### src/rtl/pc_chain_pkg.sv
package pc_chain_pkg;

  // Source select for the lookahead register.
  typedef enum logic [1:0] {
    NX_HOLD   = 2'd0,
    NX_STEP   = 2'd1,
    NX_TARGET = 2'd2,
    NX_VECTOR = 2'd3
  } nextSelT;

  // Source select for the current register.
  typedef enum logic [0:0] {
    PC_FROM_NEXT   = 1'b0,
    PC_FROM_VECTOR = 1'b1
  } pcSelT;

  // Strobes sent from the control module to the datapath.
  typedef struct packed {
    logic    shiftEn;
    pcSelT   pcSel;
    nextSelT nextSel;
  } pcCtrlT;

endpackage

### src/rtl/pc_chain_ctrl.sv
module pc_chain_ctrl
  import pc_chain_pkg::*;
(
  input  logic   advance,
  input  logic   brReq,
  input  logic   irqReq,
  output pcCtrlT ctrl
);

  // Priority: an interrupt beats a branch, and a branch beats a plain step.
  always_comb begin
    ctrl.shiftEn = advance;
    ctrl.pcSel   = PC_FROM_NEXT;
    ctrl.nextSel = NX_HOLD;
    if (advance) begin
      if (irqReq) begin
        ctrl.pcSel   = PC_FROM_VECTOR;
        ctrl.nextSel = NX_VECTOR;
      end else if (brReq) begin
        ctrl.nextSel = NX_TARGET;
      end else begin
        ctrl.nextSel = NX_STEP;
      end
    end
  end

endmodule

### src/rtl/pc_chain_dp.sv
module pc_chain_dp
  import pc_chain_pkg::*;
#(
  parameter int ADDR_W     = 32,
  parameter int INSN_BYTES = 4,
  parameter logic [ADDR_W-1:0] RESET_ADDR = '0
) (
  input  logic              clk,
  input  logic              rst,
  input  pcCtrlT            ctrl,
  input  logic [ADDR_W-1:0] brTarget,
  input  logic [ADDR_W-1:0] irqVector,
  output logic [ADDR_W-1:0] lastPc,
  output logic [ADDR_W-1:0] curPc,
  output logic [ADDR_W-1:0] nextPc
);

  localparam logic [ADDR_W-1:0] STEP = ADDR_W'(INSN_BYTES);

  logic [ADDR_W-1:0] lastQ, curQ, nextQ;
  logic [ADDR_W-1:0] curD, nextD;

  always_comb begin
    curD = (ctrl.pcSel == PC_FROM_VECTOR) ? irqVector : nextQ;
    unique case (ctrl.nextSel)
      NX_STEP:   nextD = nextQ + STEP;
      NX_TARGET: nextD = brTarget;
      NX_VECTOR: nextD = irqVector + STEP;
      default:   nextD = nextQ;
    endcase
  end

  always_ff @(posedge clk) begin
    if (rst) begin
      lastQ <= RESET_ADDR;
      curQ  <= RESET_ADDR;
      nextQ <= RESET_ADDR;
    end else if (ctrl.shiftEn) begin
      lastQ <= curQ;
      curQ  <= curD;
      nextQ <= nextD;
    end
  end

  assign lastPc = lastQ;
  assign curPc  = curQ;
  assign nextPc = nextQ;

endmodule

### src/rtl/pc_chain.sv
module pc_chain
  import pc_chain_pkg::*;
#(
  parameter int ADDR_W     = 32,
  parameter int INSN_BYTES = 4,
  parameter logic [ADDR_W-1:0] RESET_ADDR = '0
) (
  input  logic              clk,
  input  logic              rst,
  input  logic              advance,
  input  logic              brReq,
  input  logic [ADDR_W-1:0] brTarget,
  input  logic              irqReq,
  input  logic [ADDR_W-1:0] irqVector,
  output logic [ADDR_W-1:0] lastPc,
  output logic [ADDR_W-1:0] curPc,
  output logic [ADDR_W-1:0] nextPc,
  output logic [ADDR_W-1:0] fetchAddr
);

  pcCtrlT ctrl;

  pc_chain_ctrl u_ctrl (
    .advance (advance),
    .brReq   (brReq),
    .irqReq  (irqReq),
    .ctrl    (ctrl)
  );

  pc_chain_dp #(
    .ADDR_W     (ADDR_W),
    .INSN_BYTES (INSN_BYTES),
    .RESET_ADDR (RESET_ADDR)
  ) u_dp (
    .clk       (clk),
    .rst       (rst),
    .ctrl      (ctrl),
    .brTarget  (brTarget),
    .irqVector (irqVector),
    .lastPc    (lastPc),
    .curPc     (curPc),
    .nextPc    (nextPc)
  );

  // Fetch reads from the lookahead slot.
  assign fetchAddr = nextPc;

endmodule

### config.mk
export PLATFORM = sky130hd
export DESIGN_NAME = pc_chain
export DESIGN_NICKNAME = d
export VERILOG_FILES = /design/src/rtl/pc_chain_pkg.sv /design/src/rtl/pc_chain_ctrl.sv /design/src/rtl/pc_chain_dp.sv /design/src/rtl/pc_chain.sv
export SDC_FILE = /design/constraint.sdc
export NUM_CORES = 1
export LEC_CHECK = 0
export BUFFER_PORTS_ARGS = -buffer_cell sky130_fd_sc_hd__buf_2
export CORE_MARGIN = 10
export CORE_UTILIZATION = 54
export DETAILED_ROUTE_END_ITERATION = 6
export GPL_TIMING_DRIVEN = 0
export MAX_ROUTING_LAYER = met4
export PLACE_DENSITY = 0.87
export SYNTH_ARGS = -nofsm -noshare
export SYNTH_HDL_FRONTEND = slang
export SYNTH_SLANG_ARGS = --single-unit
### constraint.sdc
create_clock -name clk -period 8.5 [get_ports clk]
set_clock_uncertainty 0.1 [all_clocks]
set_input_delay 1.7 -clock clk [delete_from_list [all_inputs] [get_ports clk]]
set_output_delay 1.7 -clock clk [all_outputs]
set_load 0.01 [all_outputs]
==> impl_metrics.sql <==
INSERT INTO impl_metrics (metric_group, metric, value, unit) VALUES
('synth', 'synth_top_family_by_area', 'simple AND/OR/NAND/NOR gates', ''),
('synth', 'synth-seq-cells', '96', ''),
('synth', 'synth_compound_gate_area_share', '16.2', '%'),
('synth', 'synth.mux.area_fraction', '16.0', '%'),
('hold_path', 'timing.hold.worst.class', 'reg2reg', ''),
('status', 'run_status', 'completed', ''),
('pwr', 'power_leakage', '3.13', 'nW'),
('setup_path', 'critPathMaxStageDelay', '590', 'ps'),
('setup_path', 'crit_chain', 'buf_2 > and2_1 > buf_6 > buf_6 > buf_6 > buf_2 > nand2_1 > nand2_1 > ha_1 > o21a_1 > nand4_2 > nor4_1 > mux2_2 > nor2_1', ''),
('grt', 'grt_start_max_net_pins', '19', ''),
('clocking', 'cts_resized', '0', ''),
('clocking', 'clkSinkCount', '96', ''),
('setup_path', 'path_common_cell', 'sky130_fd_sc_hd__buf_6', ''),
('pwr', 'ir_worst_vdd', '72.2', 'uV'),
('drt', 'wire_per_inst', '20.7', 'um'),
('layout', 'antennaDiodeCount', '0', ''),
('floorplan', 'die_outline_width', '120', 'um'),
('pwr', 'pwrdens', '158', 'nW/um2'),
('floorplan', 'ioPinCount', '197', ''),
('layout', 'nets', '907', ''),
('setup_path', 'r2r.worst_path.cells', '7', ''),
('setup_path', 'timing.reg2reg.setup_slack', '5790', 'ps'),
('layout', 'finalNonFillerCells', '975', ''),
('sta', 'fin_setup_tns', '0', 'ps'),
('synth', 'avgSynthCellArea', '8.51', 'um2'),
('drt', 'ant_nets', '0', ''),
('synth', 'summed_instance_area_of_the_synthesized_netlist', '5370', 'um2'),
('place', 'routabilityCongestion', '0.928', ''),
('clocking', 'clock_tree.root_cell', 'sky130_fd_sc_hd__clkbuf_8', ''),
('synth', 'syn_nets', '701', ''),
('sta', 'setup_viol', '0', ''),
('grt', 'grt-ovfl-total', '0', ''),
('clocking', 'clkTransAtPathRegs', '110', 'ps'),
('synth', 'yosysWarnings', '0', ''),
('place', 'place_hpwl', '15500', 'um'),
('layout', 'areaGrowthSynthToFinish', '24.8', '%'),
('setup_path', 'worst_ep_arrival_time', '4960', 'ps'),
('synth', 'synth_simple_gate_area_share', '21.5', '%'),
('sta', 'final_min_period_over_clock_period', '55.6', '%'),
('sta', 'worst-slew-pin-transition', '859', 'ps'),
('clocking', 'htree_levels', '3', ''),
('grt', 'first_global_vias', '5496', ''),
('synth', 'post_synthesis_share_of_cell_area_spent_on_xor_and_xnor_gates', '1.63', '%'),
('setup_path', 'cp_top_family', 'simple AND/OR/NAND/NOR gates', ''),
('setup_path', 'worstSetupPathType', 'in2reg', ''),
('grt', 'gr-usage-all-layers', '27.5', '%'),
('synth', 'sequential_share_of_the_synthesized_area', '35.8', '%'),
('drt', 'number_of_vias_per_cell_after_detailed_routing', '5.82', ''),
('sta', 'rsz0062_at_grt', 'no', ''),
('drt', 'detail_route.iter0.violations', '663', ''),
('sta', 'fmaxAchievable', '211', 'MHz'),
('synth', 'synth-main-ff-cell', 'sky130_fd_sc_hd__dfxtp_1', ''),
('clocking', 'numCtsBuffers', '9', ''),
('grt', 'grt_first_pass_wirelength', '31000', 'um'),
('synth', 'synth_cells', '631', ''),
('setup_path', 'critical_path_depth', '14', ''),
('setup_path', 'crit_path_top_delay_cell', 'sky130_fd_sc_hd__nor4_1', ''),
('drt', 'drcViolationCount', '0', ''),
('setup_path', 'timing.critical_path.from_type', 'input port', ''),
('setup_path', 'cp_num_buf_inv', '5', ''),
('floorplan', 'initial_utilization', '55.2', '%'),
('clocking', 'number_of_hold_buffers_added_after_cts', '0', ''),
('clocking', 'worstSkewPairLatency', '380', 'ps'),
('sta', 'final_max_slew_viol_count', '0', ''),
('synth', 'synthAdderAreaFrac', '0.233', '%'),
('drt', 'drtPass1Iterations', '5', ''),
('job', 'timing.max_cap.violations', '0', ''),
('place', 'number_of_buffers_added_on_ports', '195', ''),
('floorplan', 'core-area', '9730', 'um2'),
('sta', 'hold_viol_final', '0', ''),
('setup_path', 'rr_startpoint', 'u_dp.nextPc[2]$_SDFFE_PP0P_', '');
[synthesized netlist by cell type (all sizes together), types with 10 or more instances]
master  number  area [um2]
nor2       111         417
dfxtp       96        1920
mux2i       74         741
buf         51         350
nand2       49         186
a211oi      46         345
clkbuf      26        97.6
o21ai       25         155
nand4       18         149
a21oi       14        70.1
nor3        11        60.1
nor4        11         109
mux2        10         116
nand3       10        50.1
[kinds of logic (layout without fill, tap and decap cells)]
group | count (synthesis) | after routing
AOI/OAI and AO/OA | 120 | 120
adders and majority gates | 1 | 1
buffers and inverters | 82 | 293
and+or+nand+nor | 238 | 238
xor gates and xnor gates | 10 | 10
muxes | 84 | 84
DFF | 96 | 96
[tightest hold or removal path, stage by stage (launching register included)]
cell	delay (ps)
sky130_fd_sc_hd__dfxtp_1	330
sky130_fd_sc_hd__mux2i_1	60
sky130_fd_sc_hd__nor2_1	70
[metrics by stage]
step / setup slack (ps) / power (mW) / utilization (%) / instance area (um2) / hold slack, ps
6_report: 3770 / 1.06 / 68.8 / 6700 / 395
5_1_grt: 3570 / 1.10 / 68.8 / 6700 / 428
4_1_cts: 3820 / 1.05 / 68.8 / 6700 / 402
3_5_place_dp: 3430 / 0.767 / 66.9 / 6510 / 376
3_3_place_gp: 3420 / 0.761 / 66.9 / 6510 / 367
2_1_floorplan: 4400 / 0.661 / - / 5370 / 402
[metal layers]
layer	up-vias	GRT usage, %	routed length [um]
li1	2645	-	-
met1	2666	34.9	8390
met2	325	43.1	9490
met3	36	5.91	1930
met4	0	8.30	396
met5	-	-	0
[layout make-up]
cell class / instances / area, um2
plain buffers: 77 / 448
clock buffers: 9 / 124
clock inverters: 7 / 63.8
fillers: 809 / 3030
inverters: 5 / 18.8
multi-input cells: 453 / 2980
flip-flops and latches: 96 / 1920
well taps: 133 / 166
repair buffers: 195 / 976
[how the worst max path moves through the flow]
stage,to,from
floorplan,u_dp.nextPc[28]$_SDFFE_PP0P_,irqReq
global placement,u_dp.nextPc[28]$_SDFFE_PP0P_,irqReq
detailed placement,u_dp.nextPc[30]$_SDFFE_PP0P_,irqReq
CTS,u_dp.nextPc[30]$_SDFFE_PP0P_,irqReq
global route,u_dp.nextPc[28]$_SDFFE_PP0P_,irqReq
finish,u_dp.nextPc[28]$_SDFFE_PP0P_,irqReq
[cell usage in the layout, fill, tap and decap left out, types with 14 or more instances in the layout]
master,instances
sky130_fd_sc_hd__buf_2,205
sky130_fd_sc_hd__nor2_1,111
sky130_fd_sc_hd__dfxtp_1,96
sky130_fd_sc_hd__mux2i_1,74
sky130_fd_sc_hd__nand2_1,48
sky130_fd_sc_hd__a211oi_1,46
sky130_fd_sc_hd__buf_4,33
sky130_fd_sc_hd__clkbuf_1,26
sky130_fd_sc_hd__nand4_1,15
sky130_fd_sc_hd__o21ai_0,14
sky130_fd_sc_hd__a21oi_1,14
[state kept, by name, summed over array words and instances (netlist names)]
register     count
u_dp.curPc      32
u_dp.lastPc     32
u_dp.nextPc     32
[where the power goes]
group | internal (mW) | leakage [nW] | switching [mW]
clock | 0.113 | 0.0899 | 0.183
sequential | 0.478 | 0.790 | 0.0283
combinational | 0.106 | 2.25 | 0.148
Note: power is estimated with default switching activity, not from simulation.
